### config.mk
export PLATFORM = sky130hd
export DESIGN_NAME = wdogIntervalTimer
export DESIGN_NICKNAME = d
export VERILOG_FILES = /design/src/rtl/wdogPkg.sv /design/src/rtl/wdogDatapath.sv /design/src/rtl/wdogControl.sv /design/src/rtl/wdogIntervalTimer.sv
export SDC_FILE = /design/constraint.sdc
export NUM_CORES = 1
export LEC_CHECK = 0
export BUFFER_PORTS_ARGS = -buffer_cell sky130_fd_sc_hd__buf_2
export CAP_MARGIN = 15
export CELL_PAD_IN_SITES_DETAIL_PLACEMENT = 2
export CELL_PAD_IN_SITES_GLOBAL_PLACEMENT = 2
export CORE_UTILIZATION = 30
export CTS_CLUSTER_DIAMETER = 40
export DETAILED_ROUTE_END_ITERATION = 6
export GPL_ROUTABILITY_DRIVEN = 1
export GPL_TIMING_DRIVEN = 0
export MAX_ROUTING_LAYER = met4
export PLACE_DENSITY = 0.69
export SLEW_MARGIN = 20
export SYNTH_ARGS = -nofsm -noshare
export SYNTH_HDL_FRONTEND = slang
export SYNTH_SLANG_ARGS = --single-unit
### constraint.sdc
create_clock -name clk -period 4.9 [get_ports clk]
set_clock_uncertainty 0.2 [all_clocks]
set_input_delay 0.49 -clock clk [delete_from_list [all_inputs] [get_ports clk]]
set_output_delay 0.49 -clock clk [all_outputs]
set_load 0.005 [all_outputs]
### src/rtl/wdogPkg.sv
package wdogPkg;
  parameter int CNT_W  = 8;
  parameter int PRE_W  = 12;
  parameter int SEL_W  = 3;
  localparam int NUM_TAPS = 1 << SEL_W;

  // control byte field positions
  localparam int BIT_RUN  = 7;
  localparam int BIT_MODE = 6;
  localparam int BIT_IEN  = 5;
  localparam int BIT_WDF  = 4;
  localparam int BIT_IVF  = 3;

  // prescaler tap exponent per clock-select code
  function automatic int divShift(input int code);
    case (code)
      0: divShift = 0;
      1: divShift = 2;
      2: divShift = 4;
      3: divShift = 5;
      4: divShift = 6;
      5: divShift = 8;
      6: divShift = 10;
      default: divShift = 12;
    endcase
  endfunction

  typedef struct packed {
    logic             run;
    logic [SEL_W-1:0] divSel;
    logic             cntLoad;
    logic [CNT_W-1:0] cntVal;
  } ctrlStrobe_t;
endpackage

### src/rtl/wdogDatapath.sv
module wdogDatapath
  import wdogPkg::*;
#(
  parameter int CW = CNT_W,
  parameter int PW = PRE_W
) (
  input  logic          clk,
  input  logic          rst,
  input  ctrlStrobe_t   strb,
  output logic [CW-1:0] count,
  output logic          ovf
);
  logic [PW-1:0]       pre;
  logic [NUM_TAPS-1:0] tapHit;
  logic                tick;

  // free-running divider, held at zero while stopped
  always_ff @(posedge clk) begin
    if (rst || !strb.run) pre <= '0;
    else                  pre <= pre + 1'b1;
  end

  for (genvar g = 0; g < NUM_TAPS; g++) begin : gTap
    localparam int SH = divShift(g);
    if (SH == 0) begin : gDirect
      assign tapHit[g] = 1'b1;
    end else begin : gMasked
      assign tapHit[g] = &pre[SH-1:0];
    end
  end

  assign tick = strb.run && tapHit[strb.divSel];
  assign ovf  = tick && (count == {CW{1'b1}}) && !strb.cntLoad;

  always_ff @(posedge clk) begin
    if (rst)               count <= '0;
    else if (strb.cntLoad) count <= strb.cntVal;
    else if (tick)         count <= count + 1'b1;
  end

  p_count_frozen_r4: assert property (@(posedge clk) disable iff (rst)
    (!strb.run && !strb.cntLoad) |=> (count == $past(count)));

  p_wrap_zero_r6: assert property (@(posedge clk) disable iff (rst)
    ovf |=> (count == '0));
endmodule

### src/rtl/wdogControl.sv
module wdogControl
  import wdogPkg::*;
#(
  parameter int CW = CNT_W
) (
  input  logic          clk,
  input  logic          rst,
  input  logic          wrEn,
  input  logic          wrSel,
  input  logic [7:0]    wrData,
  input  logic          rdSel,
  input  logic [CW-1:0] count,
  input  logic          ovf,
  output ctrlStrobe_t   strb,
  output logic [7:0]    rdData,
  output logic          rstReq,
  output logic          irq
);
  logic             runBit, modeWd, irqEn, wdFlag, ivFlag;
  logic [SEL_W-1:0] divSel;
  logic             ctrlWr;
  logic [7:0]       ctrlByte;

  assign ctrlWr = wrEn && wrSel;

  always_ff @(posedge clk) begin
    if (rst) begin
      runBit <= 1'b0;
      modeWd <= 1'b0;
      irqEn  <= 1'b0;
      divSel <= '0;
    end else if (ctrlWr) begin
      runBit <= wrData[BIT_RUN];
      modeWd <= wrData[BIT_MODE];
      irqEn  <= wrData[BIT_IEN];
      if (!runBit) divSel <= wrData[SEL_W-1:0];  // locked while running
    end
  end

  // sticky flags: overflow sets, written 0 clears, written 1 keeps
  always_ff @(posedge clk) begin
    if (rst) begin
      wdFlag <= 1'b0;
      ivFlag <= 1'b0;
      rstReq <= 1'b0;
    end else begin
      rstReq <= ovf && modeWd;
      if (ovf && modeWd)                  wdFlag <= 1'b1;
      else if (ctrlWr && !wrData[BIT_WDF]) wdFlag <= 1'b0;
      if (ovf && !modeWd)                 ivFlag <= 1'b1;
      else if (ctrlWr && !wrData[BIT_IVF]) ivFlag <= 1'b0;
    end
  end

  always_comb begin
    ctrlByte           = '0;
    ctrlByte[BIT_RUN]  = runBit;
    ctrlByte[BIT_MODE] = modeWd;
    ctrlByte[BIT_IEN]  = irqEn;
    ctrlByte[BIT_WDF]  = wdFlag;
    ctrlByte[BIT_IVF]  = ivFlag;
    ctrlByte[SEL_W-1:0] = divSel;
  end

  assign rdData       = rdSel ? ctrlByte : 8'(count);
  assign irq          = ivFlag && irqEn;
  assign strb.run     = runBit;
  assign strb.divSel  = divSel;
  assign strb.cntLoad = wrEn && !wrSel;
  assign strb.cntVal  = wrData[CW-1:0];

  p_wd_flag_mode_r7: assert property (@(posedge clk) disable iff (rst)
    $rose(wdFlag) |-> $past(ovf && modeWd));

  p_iv_flag_mode_r8: assert property (@(posedge clk) disable iff (rst)
    $rose(ivFlag) |-> $past(ovf && !modeWd));

  p_rst_pulse_r9: assert property (@(posedge clk) disable iff (rst)
    rstReq |=> !rstReq);

  p_sel_locked_r12: assert property (@(posedge clk) disable iff (rst)
    runBit |=> (divSel == $past(divSel)));
endmodule

### src/rtl/wdogIntervalTimer.sv
module wdogIntervalTimer
  import wdogPkg::*;
(
  input  logic       clk,
  input  logic       rst,
  input  logic       wrEn,
  input  logic       wrSel,
  input  logic [7:0] wrData,
  input  logic       rdSel,
  output logic [7:0] rdData,
  output logic       rstReq,
  output logic       irq
);
  ctrlStrobe_t      strb;
  logic [CNT_W-1:0] count;
  logic             ovf;

  wdogControl #(.CW(CNT_W)) ctrl_i (
    .clk(clk), .rst(rst), .wrEn(wrEn), .wrSel(wrSel), .wrData(wrData),
    .rdSel(rdSel), .count(count), .ovf(ovf), .strb(strb),
    .rdData(rdData), .rstReq(rstReq), .irq(irq)
  );

  wdogDatapath #(.CW(CNT_W), .PW(PRE_W)) dp_i (
    .clk(clk), .rst(rst), .strb(strb), .count(count), .ovf(ovf)
  );
endmodule

==> metrics.md <==
| Metric | Value |
|---|---|
| Cells taking the most area after synthesis | dfxtp_1 (39%), mux2_2 (6.1%), xnor2_1 (6.0%) |
| Die Span Y | 72.0 um |
| Routed WL | 4200 um |
| First-pass GRT wire length | 7130 um |
| Cell taking the most area after synthesis | dfxtp_1 |
| Register area share after synthesis | 0.395 |
| Netlist cell types | 32 |
| Leading cell type in the layout, fill and taps excluded | dfxtp_1 |
| Hold Crit Depth | 2 |
| GRT Util Overall | 0.189 |
| Vias in the first global route | 1488 |
| Layout cells sized above 1 | 0.250 |
| RSZ-0062 raised after global routing | false |
| Hold EP | dp_i.count[2] |
| Dominant synthesized flop cell | dfxtp_1 |
| Core ar. | 4720 um2 |
| Post-synth ARST share | 0 |
| Top cell type's share of synthesized area | 0.395 |
| Layout area overhead | 19.4% |
| Status | finished clean |
| Worst reg2reg path startpoint | dp_i.pre[0] |
| Die ar. | 5180 um2 |
| DRC Markers | 0 |
| CTS Buffer Depth | 2 |
| Clk_lat worst skew | 0.28 ns |
| Initial Utilization | 0.311 |
| Routed WL per cell | 16.0 um |
| DRT antenna net count | 0 |
| HPWL Detailed | 3240 um |
| Crit path kind | reg2reg |
| Initial antenna violation count | 0 |
| Most frequent cells in the layout | dfxtp_1 (29), nor2_1 (20), buf_2 (20) |
| Clock transition at the registers of the reported paths | 0.07 ns |
| Final period utilization | 0.484 |
| Final setup viols | 0 |
| TritonCTS Buffers | 5 |
| HP Start | rst |
| Critical path launch point type | flop |
| Clk sinks | 29 |
| Routability congestion estimate | 0.754 |
| Synthesis-stage register bit count | 29 |
| Pins Over Slew Limit | 0 |
| Slowest cell on the critical path | dfxtp_1 |
| Reg2Reg Setup Slack | 2.53 ns |
| Largest net degree at the start of global routing | 11 |
| Final hold vios | 0 |
| Max-cap violation count | 0 |
| Synth Net Count | 184 |
| Crit-path cells | ha_1, nand3_2, inv_1, ha_1, nor3b_2, o21ai_2, nand3_2, nor3b_2, xnor2_1, a211oi_1 |
| Layout Nets | 211 |
| Setup TNS | 0 ns |
| CP peak stage delay | 0.39 ns |
| Min Clock Period, post-route | 2.37 ns |
| Post-synthesis instance area | 1470 um2 |
| Warnings, synthesis | 0 |
| Synthesized instance count | 168 |
| Remaining global-route overflow | 0 |
| First-pass DRT Iterations | 2 |
| LEAKAGE | 0.641 nW |
| Worst vdd ir | 0.111 mV |
| CP bufs+invs | 1 |
| Post-CTS Resized | 0 |
| H-tree Lvls | 2 |
| WP data arrival | 2.38 ns |
| Peak fanout along the critical path | 7 |
| Boundary pin count | 23 |
| Worst hold path class | in2reg |
| Data required, critical path | 4.91 ns |
| Top cell family by delay on the critical path | simple AND/OR/NAND/NOR gates |
| Port Buffers | 20 |
| Max Clock Freq | 421 MHz |
| Clk root buf | clkbuf_8 |
| Fin Hold WS | 0.246 ns |
| Std-Cell Rows | 25 |
| Setup Fix Bufs, Post-CTS | 0 |
| Inserted Diodes | 0 |
| Routed vias | 1333 |
| Die Width | 72.0 um |
| Relative slew slack | 0.643 |
| Power Dens Cells | 298 nW/um2 |
| Hold_buf cts | 0 |
| DRT iter0 DRCs | 15 |
| CP Capture Type | flop |
| Depth of the most critical reg-to-reg path | 10 |
| Capturing point of the worst reg2reg path | dp_i.count[2] |
| Vias per std cell | 5.07 |
| CTS tree | yes |
| EDFF count, synth | 0 |
| Worst-margin pin slew | 0.536 ns |
| Synth Area per Inst | 8.75 um2 |
## cell type report
cell class / count / area, um2
fillers: 555 / 2970
plain buffers: 6 / 32.5
inverters: 5 / 18.8
multi-input cells: 128 / 838
repair buffers: 20 / 100
well taps: 67 / 83.8
flip-flops and latches: 29 / 581
clock buffers: 7 / 96.3
clock inverters: 1 / 5.00
## sequential cells by signal (all words and copies together), names as in the netlist
name / count
ctrl_i.divSel: 3
ctrl_i.irqEn: 1
ctrl_i.ivFlag: 1
ctrl_i.modeWd: 1
ctrl_i.rstReq: 1
ctrl_i.runBit: 1
ctrl_i.wdFlag: 1
dp_i.count: 8
dp_i.pre: 12
## where the power goes
part,internal (mW),total [mW],switching [mW]
combinational,0.0226,0.0480,0.0254
sequential,0.243,0.252,0.00889
clock,0.127,0.223,0.0961
total,0.393,0.523,0.130
## how the worst max path moves through the flow
stage | slack, ns | endpoint | from | cells after the start
floorplan | 2.89 | dp_i.count[2] | dp_i.pre[0] | 10
global placement | 2.62 | dp_i.count[2] | dp_i.pre[0] | 10
detailed placement | 2.54 | dp_i.count[3] | dp_i.pre[0] | 10
CTS | 2.50 | dp_i.count[2] | dp_i.pre[0] | 10
global route | 2.30 | dp_i.count[2] | dp_i.pre[0] | 10
finish | 2.53 | dp_i.count[2] | dp_i.pre[0] | 10
## metrics by stage
step	cell area [um2]	setup slack, ns	cells	util	total power, mW
2_1_floorplan	1470	2.89	168	-	0.285
3_3_place_gp	1650	2.62	255	0.350	0.303
3_5_place_dp	1650	2.54	255	0.350	0.306
4_1_cts	1760	2.50	263	0.372	0.530
5_1_grt	1760	2.30	263	0.372	0.547
6_report	1760	2.53	263	0.372	0.523
## layer usage
metal / share of wire / track usage / up-vias
li1: - / - / 644
met1: 0.39 / 0.180 / 661
met4: 0.023 / 0.0871 / 0
met2: 0.56 / 0.357 / 18
met5: 0 / - / -
met3: 0.023 / 0.0431 / 10
## cell families after synthesis
logic type | synth area share
xor gates and xnor gates | 0.0715
adders and majority gates | 0.0255
buffers and inverters | 0.0349
AOI/OAI and AO/OA | 0.155
and+or+nand+nor | 0.257
muxes | 0.0613
DFF | 0.395
## synth_stat cells, types with 2 or more instances
master	count
a211oi_1	7
a21oi_1	10
and3_1	2
clkbuf_1	3
dfxtp_1	29
ha_1	3
inv_1	5
mux2_2	8
nand2_1	11
nand2b_1	3
nand3_1	11
nand3_2	2
nand4_1	2
nor2_1	20
nor2b_1	3
nor3_1	5
nor3b_2	4
o21ai_0	11
o21ai_2	3
or3_1	4
xnor2_1	10
xor2_1	2
Note: power is estimated with default switching activity, not from simulation.
